**src/rtl/ber_pkg.sv**
```systemverilog
package ber_pkg;
  localparam int unsigned PRBS_W  = 15;
  localparam int unsigned TAP_HI  = 14;
  localparam int unsigned TAP_LO  = 13;
  localparam logic [PRBS_W-1:0] DEF_SEED = 15'h7FFF;
  localparam int unsigned DEF_CNT_W = 11;
  localparam int unsigned DEF_WIN_W = 16;
  localparam int unsigned DEF_LANES = 2;
endpackage

```
**src/rtl/prbs_multi_step.sv**
```systemverilog
module prbs_multi_step
  import ber_pkg::*;
#(
  parameter int unsigned LANES = DEF_LANES,
  parameter logic [PRBS_W-1:0] SEED = DEF_SEED
) (
  input  logic             clk_i,
  input  logic             rst_ni,
  input  logic             load_i,
  input  logic             step_i,
  output logic [LANES-1:0] exp_o
);
  logic [PRBS_W-1:0] state_q, state_nxt;

  always_comb begin
    state_nxt = state_q;
    exp_o     = '0;
    for (int k = 0; k < int'(LANES); k++) begin
      exp_o[k]  = state_nxt[TAP_HI] ^ state_nxt[TAP_LO];
      state_nxt = {state_nxt[PRBS_W-2:0], exp_o[k]};
    end
  end

  always_ff @(posedge clk_i or negedge rst_ni) begin
    if (!rst_ni)     state_q <= SEED;
    else if (load_i) state_q <= SEED;
    else if (step_i) state_q <= state_nxt;
  end

  // a zero state would lock the generator
  a_r1_state_live: assert property (@(posedge clk_i) disable iff (!rst_ni)
    state_q != '0);
  // the state holds outside the window
  a_r1_hold_idle: assert property (@(posedge clk_i) disable iff (!rst_ni)
    (!load_i && !step_i) |=> $stable(state_q));
endmodule

```
**src/rtl/err_accum.sv**
```systemverilog
module err_accum
  import ber_pkg::*;
#(
  parameter int unsigned LANES = DEF_LANES,
  parameter int unsigned CNT_W = DEF_CNT_W
) (
  input  logic             clk_i,
  input  logic             rst_ni,
  input  logic             clear_i,
  input  logic             en_i,
  input  logic [LANES-1:0] rx_i,
  input  logic [LANES-1:0] exp_i,
  output logic [CNT_W-1:0] cnt_o
);
  localparam int unsigned SUM_W = CNT_W + 1;
  localparam logic [CNT_W-1:0] CNT_MAX = '1;

  logic [LANES-1:0] miss;
  logic [SUM_W-1:0] inc, sum;
  logic [CNT_W-1:0] cnt_q;

  assign miss = rx_i ^ exp_i;

  always_comb begin
    inc = '0;
    for (int k = 0; k < int'(LANES); k++) inc = inc + SUM_W'(miss[k]);
    sum = {1'b0, cnt_q} + inc;
  end

  always_ff @(posedge clk_i or negedge rst_ni) begin
    if (!rst_ni)        cnt_q <= '0;
    else if (clear_i)   cnt_q <= '0;
    else if (en_i)      cnt_q <= sum[CNT_W] ? CNT_MAX : sum[CNT_W-1:0];
  end

  assign cnt_o = cnt_q;

  a_r3_no_decrease: assert property (@(posedge clk_i) disable iff (!rst_ni)
    !clear_i |=> cnt_q >= $past(cnt_q));
  a_r5_clear_zero: assert property (@(posedge clk_i) disable iff (!rst_ni)
    clear_i |=> cnt_q == '0);
  a_r2_step_bound: assert property (@(posedge clk_i) disable iff (!rst_ni)
    !clear_i |=> (cnt_q - $past(cnt_q)) <= CNT_W'(LANES));
endmodule

```
**src/rtl/win_ctrl.sv**
```systemverilog
module win_ctrl #(
  parameter int unsigned WIN_W = 16
) (
  input  logic             clk_i,
  input  logic             rst_ni,
  input  logic             clear_i,
  input  logic [WIN_W-1:0] len_i,
  output logic             run_o,
  output logic             done_o
);
  logic [WIN_W-1:0] len_q, cyc_q;
  logic             run_q, done_q;
  logic             last;

  assign last = (cyc_q == len_q - WIN_W'(1));

  always_ff @(posedge clk_i or negedge rst_ni) begin
    if (!rst_ni) begin
      len_q  <= '0;
      cyc_q  <= '0;
      run_q  <= 1'b0;
      done_q <= 1'b0;
    end else if (clear_i) begin
      len_q  <= len_i;
      cyc_q  <= '0;
      run_q  <= (len_i != '0);
      done_q <= (len_i == '0);
    end else if (run_q) begin
      cyc_q <= cyc_q + WIN_W'(1);
      if (last) begin
        run_q  <= 1'b0;
        done_q <= 1'b1;
      end
    end
  end

  assign run_o  = run_q;
  assign done_o = done_q;

  a_r4_exclusive: assert property (@(posedge clk_i) disable iff (!rst_ni)
    !(run_q && done_q));
  a_r4_closes: assert property (@(posedge clk_i) disable iff (!rst_ni)
    (run_q && last && !clear_i) |=> done_q);
  a_r4_done_sticky: assert property (@(posedge clk_i) disable iff (!rst_ni)
    (done_q && !clear_i) |=> done_q);
endmodule

```
**src/rtl/serial_out.sv**
```systemverilog
module serial_out #(
  parameter int unsigned CNT_W = 11
) (
  input  logic             clk_i,
  input  logic             rst_ni,
  input  logic             req_i,
  input  logic             shift_i,
  input  logic [CNT_W-1:0] val_i,
  output logic             sdata_o,
  output logic             done_o
);
  localparam int unsigned IDX_W = $clog2(CNT_W + 1);
  localparam logic [IDX_W-1:0] LAST_IDX = IDX_W'(CNT_W - 1);

  logic [CNT_W-1:0] sh_q;
  logic [IDX_W-1:0] idx_q;
  logic             busy_q, done_q;

  always_ff @(posedge clk_i or negedge rst_ni) begin
    if (!rst_ni) begin
      sh_q   <= '0;
      idx_q  <= '0;
      busy_q <= 1'b0;
      done_q <= 1'b0;
    end else if (!busy_q && req_i) begin
      sh_q   <= val_i;
      idx_q  <= '0;
      busy_q <= 1'b1;
      done_q <= 1'b0;
    end else if (busy_q && shift_i) begin
      sh_q  <= {sh_q[CNT_W-2:0], 1'b0};
      idx_q <= idx_q + IDX_W'(1);
      if (idx_q == LAST_IDX) begin
        busy_q <= 1'b0;
        done_q <= 1'b1;
      end
    end
  end

  assign sdata_o = sh_q[CNT_W-1];
  assign done_o  = done_q;

  a_r6_hold_bit: assert property (@(posedge clk_i) disable iff (!rst_ni)
    (busy_q && !shift_i) |=> $stable(sdata_o));
  a_r7_idle_quiet: assert property (@(posedge clk_i) disable iff (!rst_ni)
    (!busy_q && !req_i) |=> ($stable(sdata_o) && $stable(done_q)));
  a_r6_empty_at_done: assert property (@(posedge clk_i) disable iff (!rst_ni)
    $rose(done_q) |-> !sdata_o);
endmodule

```
**src/rtl/prbs_ber_monitor.sv**
```systemverilog
module prbs_ber_monitor
  import ber_pkg::*;
#(
  parameter int unsigned WIN_W = DEF_WIN_W,
  parameter int unsigned CNT_W = DEF_CNT_W,
  parameter int unsigned LANES = DEF_LANES,
  parameter logic [PRBS_W-1:0] SEED = DEF_SEED
) (
  input  logic             clk_i,
  input  logic             rst_ni,
  input  logic             clear_i,
  input  logic [WIN_W-1:0] win_len_i,
  input  logic [LANES-1:0] rx_bits_i,
  input  logic             read_req_i,
  input  logic             sclk_en_i,
  output logic             sdata_o,
  output logic             meas_done_o,
  output logic             rd_done_o
);
  logic             run;
  logic [LANES-1:0] exp_bits;
  logic [CNT_W-1:0] err_cnt;

  win_ctrl #(.WIN_W(WIN_W)) u_win (
    .clk_i, .rst_ni, .clear_i,
    .len_i  (win_len_i),
    .run_o  (run),
    .done_o (meas_done_o)
  );

  prbs_multi_step #(.LANES(LANES), .SEED(SEED)) u_gen (
    .clk_i, .rst_ni,
    .load_i (clear_i),
    .step_i (run),
    .exp_o  (exp_bits)
  );

  err_accum #(.LANES(LANES), .CNT_W(CNT_W)) u_acc (
    .clk_i, .rst_ni, .clear_i,
    .en_i  (run),
    .rx_i  (rx_bits_i),
    .exp_i (exp_bits),
    .cnt_o (err_cnt)
  );

  serial_out #(.CNT_W(CNT_W)) u_ser (
    .clk_i, .rst_ni,
    .req_i   (read_req_i),
    .shift_i (sclk_en_i),
    .val_i   (err_cnt),
    .sdata_o (sdata_o),
    .done_o  (rd_done_o)
  );

  a_r4_frozen: assert property (@(posedge clk_i) disable iff (!rst_ni)
    (meas_done_o && !clear_i) |=> $stable(err_cnt));
endmodule

```
**config.mk**
```make
export PLATFORM = sky130hd
export DESIGN_NAME = prbs_ber_monitor
export DESIGN_NICKNAME = d
export VERILOG_FILES = /design/src/rtl/ber_pkg.sv /design/src/rtl/prbs_multi_step.sv /design/src/rtl/err_accum.sv /design/src/rtl/win_ctrl.sv /design/src/rtl/serial_out.sv /design/src/rtl/prbs_ber_monitor.sv
export SDC_FILE = /design/constraint.sdc
export NUM_CORES = 1
export LEC_CHECK = 0
export BUFFER_PORTS_ARGS = -buffer_cell sky130_fd_sc_hd__buf_2
export CORE_MARGIN = 2
export CORE_UTILIZATION = 55
export DETAILED_ROUTE_END_ITERATION = 16
export GPL_ROUTABILITY_DRIVEN = 0
export GPL_TIMING_DRIVEN = 0
export PLACE_DENSITY_LB_ADDON = 0.08
export SETUP_SLACK_MARGIN = 0.05
export SLEW_MARGIN = 25
export SYNTH_ARGS = -nofsm -noshare
export SYNTH_HDL_FRONTEND = slang
export SYNTH_SLANG_ARGS = --single-unit
```
**constraint.sdc**
```tcl
create_clock -name clk_i -period 4 [get_ports clk_i]
set_clock_uncertainty 0.2 [all_clocks]
set_input_delay 1.2 -clock clk_i [delete_from_list [all_inputs] [get_ports clk_i]]
set_output_delay 1.2 -clock clk_i [all_outputs]
set_load 0.005 [all_outputs]
```
==> impl_metrics.json, run 1 <==
{
  "run_status": "finished, final reports clean",
  "max_freq_ghz": 0.2975,
  "drc": 0,
  "grt_start_max_net_pins": 55,
  "drt_wl_total_um": 8160,
  "worst_r2r_endpoint": "u_acc.cnt_o[8]",
  "arrival_ns": 3.40,
  "report.final.slew_viol_count": 0,
  "grt_pass1_vias": 2975,
  "min_period_over_period_pct": 84.03,
  "rsz0062_at_grt": "false",
  "worst_pin_slew_ns": 0.6637,
  "worst_setup_path_end_kind": "register",
  "synth_top_area_share_pct": 38.24,
  "grt_pass1_wl_um": 14360,
  "synth_common_cells": "dfrtp_1, nand2_1, nor2_1, mux2i_1, o21ai_0",
  "dp.cells": 529,
  "cap_violations": 0,
  "holdBufCountCts": 0,
  "worstSetupPathType": "input pin to register",
  "ys_ff_latch": 77,
  "gr-usage-met2_pct": 34.79,
  "use_met3_pct": 4.359,
  "slew_headroom_pct": 55.75,
  "dr.first_iter.drc_count": 95,
  "synth-main-ff-cell": "dfrtp_1",
  "worstSkewPairLatency_ns": 0.35,
  "p_leak_nw": 1.930,
  "antenna_found_initial": 0,
  "final_cells": 545,
  "hold_path.class": "register to register",
  "cts_made_buffers": 9,
  "path_clk_slew_ns": 0.08,
  "drive_above_1_share_pct": 17.71,
  "rows": 31,
  "port_buffers": 25,
  "vias_per_cell": 5.523,
  "ff2ff_path_depth": 10,
  "mappedNetlistArea_sq_mm": 0.004058,
  "synth_top_area_cell": "dfrtp_1",
  "ir_drop_uv": 289.1,
  "drt_first_pass_iters": 4,
  "finalHoldViolCount": 0,
  "cts_buffer_depth": 2,
  "die_w_um": 89.89,
  "root_buffer": "clkbuf_8",
  "ys_seq_area_share_pct": 47.95,
  "yosysMostFrequentCell": "dfrtp_1",
  "cts_tree": "done",
  "hpwl_um": 5850,
  "cp-start-kind": "input pin",
  "finalSetupTns_ns": 0,
  "nets": 472,
  "async_reset_ff_share_pct": 100.0,
  "gr-max-usage-layer": "met2",
  "utilization_pct": 63.04,
  "syn_nets": 435,
  "synth.area.top_cells": "dfrtp_1, dfstp_2, mux2i_1",
  "htree_levels": 3,
  "grt.overflow.total": 0,
  "syn_inst": 404,
  "dieHeight_um": 89.89,
  "die_area_sq_mm": 0.008080,
  "timing.rr.start": "u_gen.state_q[13]",
  "core_region_area_sq_mm": 0.007214,
  "n_antenna_cell": 0,
  "avgSynthCellArea_sq_um": 10.04,
  "num_vias": 3010,
  "grt_use_total_pct": 22.08,
  "ys_warn_count": 0,
  "wl_per_cell_um": 14.97,
  "setup_viol": 0,
  "crit_end": "u_acc.cnt_o[8]",
  "clock_sinks": 77,
  "critical_path_required_ns": 4.04,
  "min_period_ns": 3.361,
  "crit_path_start": "rx_bits_i[0]",
  "initial_core_util_pct": 56.24,
  "regToRegSetupSlack_ns": 0.89,
  "area_growth_pct": 12.09,
  "postRouteAntennaNets": 0,
  "pwr_density_cell_mw_per_mm2": 407.8,
  "num_io_pins": 26,
  "synth-edff-count": 0,
  "grt_use_met1_pct": 31.18,
  "yosysUniqueCellTypes": 51,
  "path_max_fanout": 7,
  "fillers": 654
}
[layout by cell type, fill, tap and decap left out, types with 7 or more instances in the layout]
cell and count:
dfrtp_1 62, nand2_1 48, nor2_1 34, mux2i_1 25, buf_2 24, o21ai_0 23, xnor2_1 19, xor2_1 16
nand3_1 16, dfstp_2 15, a21oi_1 14, clkbuf_1 14, mux2_2 14, nor3_1 11, clkbuf_8 9, nor4_1 8
nand4_1 7, ha_1 7
[where the power goes]
group          internal (W)  switching, W
Sequential         0.000880     0.0000776
Clock              0.000302      0.000292
Combinational      0.000142      0.000162
Total               0.00132      0.000531
[layout make-up]
class | instances | area (sq um) | area share [%]
inverter | 7 | 26.28 | 0.5777
multi-input combinational | 301 | 2012 | 44.24
tap | 99 | 123.9 | 2.724
sequential | 77 | 1946 | 42.78
buffer | 19 | 80.08 | 1.761
clock buffer | 12 | 177.7 | 3.906
clock inverter | 4 | 27.53 | 0.6052
timing repair buffer | 26 | 155.1 | 3.411
[through the flow]
step	cell area [sq um]	setup WS (ns)	hold slack (ns)	power [W]
floorplan	4058	0.5442	0.2570	0.001170
global placement	4307	0.07922	0.2871	0.001259
detailed placement	4337	0.03441	0.2978	0.001280
CTS	4542	0.3965	0.3132	0.001880
global route	4548	0.3404	0.3382	0.001978
finish	4548	0.6390	0.3130	0.001855
[critical path, stage by stage]
cell and delay, ns:
buf_2 0.10, xnor2_1 0.12, ha_1 0.24, ha_1 0.28, a21oi_1 0.09, nor4bb_2 0.55, nand2_1 0.31, a21oi_1 0.21
nor2_1 0.05, a311oi_1 0.24
[layer usage]
metal	share of wire, %	wire length, um
met5	0	0
met4	1.2	95
met3	3.1	251
met2	46	3720
met1	50	4092
[flip-flops by register name, summed over array words and instances (netlist names)]
name,flops
u_acc.cnt_o,11
u_ser.sh_q,11
u_win.run_o,1
u_ser.busy_q,1
u_win.done_o,1
u_win.len_q,16
u_ser.idx_q,4
u_ser.done_o,1
u_win.cyc_q,16
u_gen.state_q,15
[cell families after synthesis]
group | share of synthesized area [%]
compound gates | 9.683
xor+xnor | 7.555
fa+ha+maj | 2.652
buf+inv | 2.621
flops | 47.95
mux | 10.05
simple gates | 19.49
[worst min-delay path by stage]
stage | startpoint | end | slack [ns] | depth (start not counted)
after floorplan | u_ser.idx_q[3] | u_ser.idx_q[3] | 0.26 | 1
after global placement | u_ser.idx_q[3] | u_ser.idx_q[3] | 0.29 | 1
after detailed placement | u_ser.idx_q[3] | u_ser.idx_q[3] | 0.30 | 1
after CTS | u_ser.idx_q[3] | u_ser.idx_q[3] | 0.31 | 1
after global routing | u_ser.done_o | u_ser.done_o | 0.34 | 2
final | u_ser.idx_q[3] | u_ser.idx_q[3] | 0.31 | 1
[timing repair]
item                       CTS  global route
setup endpoints to repair    0             1
resized for setup            0             1
buffers inserted             0             0
No activity file was read; power rests on OpenSTA's default activity.
==> run 2: changes to the inputs <==
- clock period: 4 -> 2.75 ns (I/O delays scaled with it)
==> run 2 against run 1 <==
Highest routed layer unchanged. Register-to-register slack got worse by 0.90 ns. Largest power group unchanged. Combinational power rose by 61%. The run now ends with negative setup slack left. Clock power rose by 46%. Non-clock buffer count rose by 18. Count of clock-buffer cells in the layout did not move. Critical path depth fell by 2.
==> impl_metrics.json, run 2 (synthesis gave the netlist of run 1 again) <==
{
  "placed_area_sq_mm": 0.004429,
  "worstSetupPathType": "register to register",
  "report.final.slew_viol_count": 0,
  "hold_path.class": "input pin to async pin",
  "drt_first_pass_iters": 4,
  "p_leak_nw": 2.066,
  "hpwl_um": 5877,
  "cts_made_buffers": 9,
  "die_area_sq_mm": 0.008080,
  "use_met3_pct": 3.604,
  "fin_total_pwr_w": 0.002753,
  "slew_headroom_pct": 55.44,
  "cts_buffer_depth": 2,
  "path_clk_slew_ns": 0.08,
  "worst_pin_slew_ns": 0.6684,
  "path_max_fanout": 3,
  "cp-start-kind": "register",
  "num_vias": 3176,
  "max_freq_ghz": 0.3619,
  "rows": 31,
  "final_common_cell": "dfrtp_1",
  "gr-max-usage-layer": "met2",
  "run_status": "finished, violations left",
  "num_io_pins": 26,
  "stdcell_area_sq_mm": 0.004891,
  "grt_pass1_wl_um": 14840,
  "core_region_area_sq_mm": 0.007214,
  "arrival_ns": 2.84,
  "grt.overflow.total": 0,
  "pwr_density_cell_mw_per_mm2": 562.9,
  "worstSkewPairLatency_ns": 0.35,
  "whs_ns": 0.2018,
  "drc": 0,
  "die_w_um": 89.89,
  "rsz0062_at_grt": "true",
  "finalHoldViolCount": 0,
  "finalSetupTns_ns": -0.01351,
  "postRouteAntennaNets": 0,
  "min_period_ns": 2.764,
  "drive_above_1_share_pct": 26.72,
  "grt_start_max_net_pins": 49,
  "critical_path_required_ns": 2.82,
  "min_period_over_period_pct": 100.5,
  "grt_use_met1_pct": 30.86,
  "ir_drop_uv": 400.1,
  "nets": 490,
  "root_buffer": "clkbuf_8",
  "largestRegisters": "u_win.cyc_q x16, u_win.len_q x16, u_gen.state_q x15",
  "worst_slack_ns": -0.01351,
  "area_growth_pct": 20.54,
  "mostFrequentLayoutCells": "dfrtp_1, nand2_1, nor2_1",
  "cap_violations": 0,
  "htree_levels": 3,
  "cts_tree": "done",
  "dr.first_iter.drc_count": 155,
  "drt_wl_total_um": 8687,
  "initial_core_util_pct": 56.24,
  "violations": "negative setup slack",
  "port_buffers": 25,
  "dieHeight_um": 89.89,
  "antenna_found_initial": 0,
  "grt_pass1_vias": 3117,
  "vias_per_cell": 5.641,
  "clock_sinks": 77,
  "gr-usage-met2_pct": 35.92,
  "n_antenna_cell": 0,
  "wl_per_cell_um": 15.43,
  "worst_setup_path_end_kind": "register",
  "setup_viol": 1,
  "grt_use_total_pct": 22.42
}
## run 2: cell count changes in the layout (fill, tap and decap cells not counted), moves of 3 or more
cell / previous run / this run
xnor2_1: 19 / 15
ha_1: 7 / 3
nand3_1: 16 / 13
xnor2_4: 0 / 3
buf_4: 1 / 21
ha_4: 0 / 4
## run 2: path summary, 6_finish.rpt
| path | start | end | slack, ns | cells past startpoint |
|---|---|---|---|---|
| setup / recovery | u_win.len_q[0] | u_win.done_o | -0.01 | 8 |
| hold / removal | rst_ni | u_ser.done_o | 0.20 | 1 |
| setup reg to reg | u_win.len_q[0] | u_win.done_o | -0.01 | 8 |
| hold reg to reg | u_ser.done_o | u_ser.done_o | 0.31 | 2 |
| max in group asynchronous | rst_ni | u_gen.state_q[4] | 1.53 | 2 |
| min in group clk_i | u_ser.done_o | u_ser.done_o | 0.31 | 2 |
## run 2: power breakdown
group	leakage, nW	internal (W)	switching, W
combinational	1.01	0.000239	0.000250
sequential	0.952	0.00128	0.000117
clock	0.107	0.000439	0.000427
## run 2: area by class of cell
cell class                 instances  area [sq um]
buffer                            17         63.81
clock buffer                      12         177.7
clock inverter                     4         25.02
fill                             587          2323
inverter                           7         26.28
multi-input combinational        301          2221
sequential                        77          1948
tap                               99         123.9
timing repair buffer              46         305.3
## run 2: critical path: stages (launching register included)
cell,delay [ns]
dfrtp_1,0.41
inv_2,0.10
ha_4,0.14
or4b_4,0.49
nor4_4,0.25
mux2i_1,0.12
or3b_1,0.37
a311oi_2,0.38
a31o_1,0.23
## run 2: metal layers
metal  vias to the layer above  share of wire (%)
met5                         -                  0
met4                         0                1.9
met3                        17                3.9
met2                        66                 48
met1                      1541                 47
li1                       1552                  -
## run 2: timing repair
action	CTS	global route
gates resized for setup	8	15
endpoints found under the setup margin	5	9
pin swaps	8	14
setup buffers	7	13
hold buffers	0	0
## run 2: stage by stage
| stage | std cells | setup slack, ns | util, % |
|---|---|---|---|
| 3_3_place_gp | 528 | -0.2855 | 60.98 |
| 5_1_grt | 563 | -0.06835 | 67.79 |
| 2_1_floorplan | 404 | 0.05066 | - |
| 6_report | 563 | -0.01351 | 67.79 |
| 4_1_cts | 551 | 0.0006042 | 65.42 |
| 3_5_place_dp | 529 | -0.3024 | 61.39 |
==> run 3: changes to the inputs <==
- BUFFER_PORTS_ARGS: -buffer_cell sky130_fd_sc_hd__buf_2 -> not set
- DONT_BUFFER_PORTS: not set -> 1
==> run 3 against run 2 <==
The flow now finishes without violations. Die area unchanged. Sequential cell count is the same. Combinational power shrank 10%. Register-to-register slack better by 0.05 ns. Sequential share of layout area grew 1.1 points. Critical path type unchanged. Critical endpoint is now u_acc.cnt_o[10]. Largest power group unchanged.
==> impl_metrics.json, run 3 (synthesis gave the netlist of run 1 again) <==
{
  "combPwrFrac_pct": 15.3,
  "min_period_over_period_pct": 98.79,
  "path_max_fanout": 4,
  "finalHoldViolCount": 0,
  "final_cells": 533,
  "path_clk_slew_ns": 0.08,
  "p_leak_nw": 1.952,
  "hold_path.class": "input pin to async pin",
  "grt_start_max_net_pins": 63,
  "core_region_area_sq_mm": 0.007214,
  "worst_pin_slew_ns": 0.7005,
  "utilization_pct": 65.89,
  "run_status": "finished, final reports clean",
  "grt_pass1_wl_um": 14120,
  "p_int_w": 0.002097,
  "ff2ff_path_depth": 10,
  "rsz0062_at_grt": "true",
  "fillers": 605,
  "clock_sinks": 77,
  "max_freq_ghz": 0.3681,
  "worstSetupPathType": "register to register",
  "grt_use_total_pct": 21.77,
  "setup_viol": 0,
  "grt.overflow.total": 0,
  "num_vias": 3032,
  "mostFrequentLayoutCells": "dfrtp_1, nand2_1, nor2_1",
  "arrival_ns": 2.77,
  "port_buffers": 0,
  "cts_buffer_depth": 2,
  "hpwl_um": 5654,
  "seqPwrFrac_pct": 48.8,
  "worst_setup_path_end_kind": "register",
  "num_io_pins": 26,
  "die_w_um": 89.89,
  "swShare_pct": 26.91,
  "fin_total_pwr_w": 0.002869,
  "n_antenna_cell": 0,
  "htree_levels": 3,
  "clockPowerShare_pct": 35.9,
  "pwr_density_cell_mw_per_mm2": 603.6,
  "grt_pass1_vias": 2969,
  "postRouteAntennaNets": 0,
  "slew_headroom_pct": 53.30,
  "rows": 31,
  "cts_tree": "done",
  "root_buffer": "clkbuf_8",
  "report.final.slew_viol_count": 0,
  "crit_path_start": "u_gen.state_q[13]",
  "critical_path_required_ns": 2.80,
  "crit_end": "u_acc.cnt_o[10]",
  "area_growth_pct": 17.14,
  "largestRegisters": "u_win.cyc_q x16, u_win.len_q x16, u_gen.state_q x15",
  "worstSkewPairLatency_ns": 0.36,
  "dr.first_iter.drc_count": 141,
  "dieHeight_um": 89.89,
  "die_area_sq_mm": 0.008080,
  "cap_violations": 0,
  "cts_made_buffers": 9,
  "nets": 460,
  "drive_above_1_share_pct": 21.43,
  "drc": 0,
  "p_sw_w": 0.0007721,
  "vias_per_cell": 5.689,
  "drt_first_pass_iters": 4,
  "dp.cells": 503,
  "drt_wl_total_um": 8522,
  "placed_area_sq_mm": 0.004274,
  "ir_drop_uv": 407.8,
  "regToRegSetupSlack_ns": 0.03,
  "stdcell_area_sq_mm": 0.004753,
  "initial_core_util_pct": 56.24,
  "antenna_found_initial": 0,
  "cp-start-kind": "register",
  "min_period_ns": 2.717,
  "worst_r2r_endpoint": "u_acc.cnt_o[10]",
  "timing.rr.start": "u_gen.state_q[13]",
  "wl_per_cell_um": 15.99,
  "final_common_cell": "dfrtp_1",
  "whs_ns": 0.1043
}
-- run 3: cell types whose count changed in the layout (fill, tap and decap cells not counted), sizes merged --
cell | previous run | this run
clkinvlp | 0 | 1
buf | 50 | 20
bufinv | 0 | 3
clkbuf | 25 | 23
inv | 8 | 6
-- run 3: worst min-delay path by stage --
stage / startpoint / to / cells past startpoint
after floorplan: u_ser.idx_q[3] / u_ser.idx_q[3] / 1
after CTS: rst_ni / u_gen.state_q[13] / 0
after detailed placement: u_ser.idx_q[2] / u_ser.idx_q[2] / 1
after global routing: rst_ni / u_gen.state_q[1] / 0
final: rst_ni / u_gen.state_q[13] / 0
after global placement: u_ser.idx_q[3] / u_ser.idx_q[3] / 1
-- run 3: layout make-up --
cell class | count | area, sq um | share of cell area [%]
multi-input combinational | 301 | 2213 | 46.56
clock inverter | 6 | 111.4 | 2.343
timing repair buffer | 16 | 140.1 | 2.948
inverter | 7 | 26.28 | 0.5528
clock buffer | 10 | 127.6 | 2.685
buffer | 17 | 63.81 | 1.342
sequential | 77 | 1947 | 40.96
tap | 99 | 123.9 | 2.606
-- run 3: worst max-delay path, cell delays in order (launching register included) --
cell	delay, ns
dfstp_2	0.65
xnor2_4	0.17
xnor2_4	0.15
ha_4	0.23
ha_4	0.17
fa_2	0.37
nand3_2	0.11
nor2_4	0.05
and3_4	0.17
and3_4	0.15
o211a_1	0.19
-- run 3: repair_timing --
action / CTS / global route
hold endpoints to repair: 62 / 0
hold buffers: 1 / 0
setup endpoints to repair: 5 / 8
pin swaps: 10 / 15
setup buffers: 7 / 8
resized for setup: 9 / 11
-- run 3: layer usage --
metal | global-route usage [%] | share of wire [%] | vias to the layer above
li1 | - | - | 1485
met2 | 34.34 | 46 | 71
met5 | 0 | 0 | -
met3 | 5.197 | 4.7 | 16
met1 | 29.76 | 47 | 1460
met4 | 7.564 | 2.2 | 0
-- run 3: power by group through the flow --
stage	Combinational (W)	Sequential (W)	Clock (W)
after detailed placement	0.000392	0.00142	0
after global routing	0.000495	0.00143	0.00110
after global placement	0.000375	0.00142	0
after CTS	0.000433	0.00140	0.00105
after floorplan	0.000326	0.00139	0
final	0.000439	0.00140	0.00103
-- run 3: through the flow --
| step | worst slack (ns) | TNS, ns |
|---|---|---|
| floorplan | 0.05066 | 0 |
| global placement | -0.1987 | -0.5983 |
| detailed placement | -0.2120 | -0.6245 |
| CTS | 0.02355 | 0 |
| global route | -0.07161 | -0.1474 |
| finish | 0.03327 | 0 |
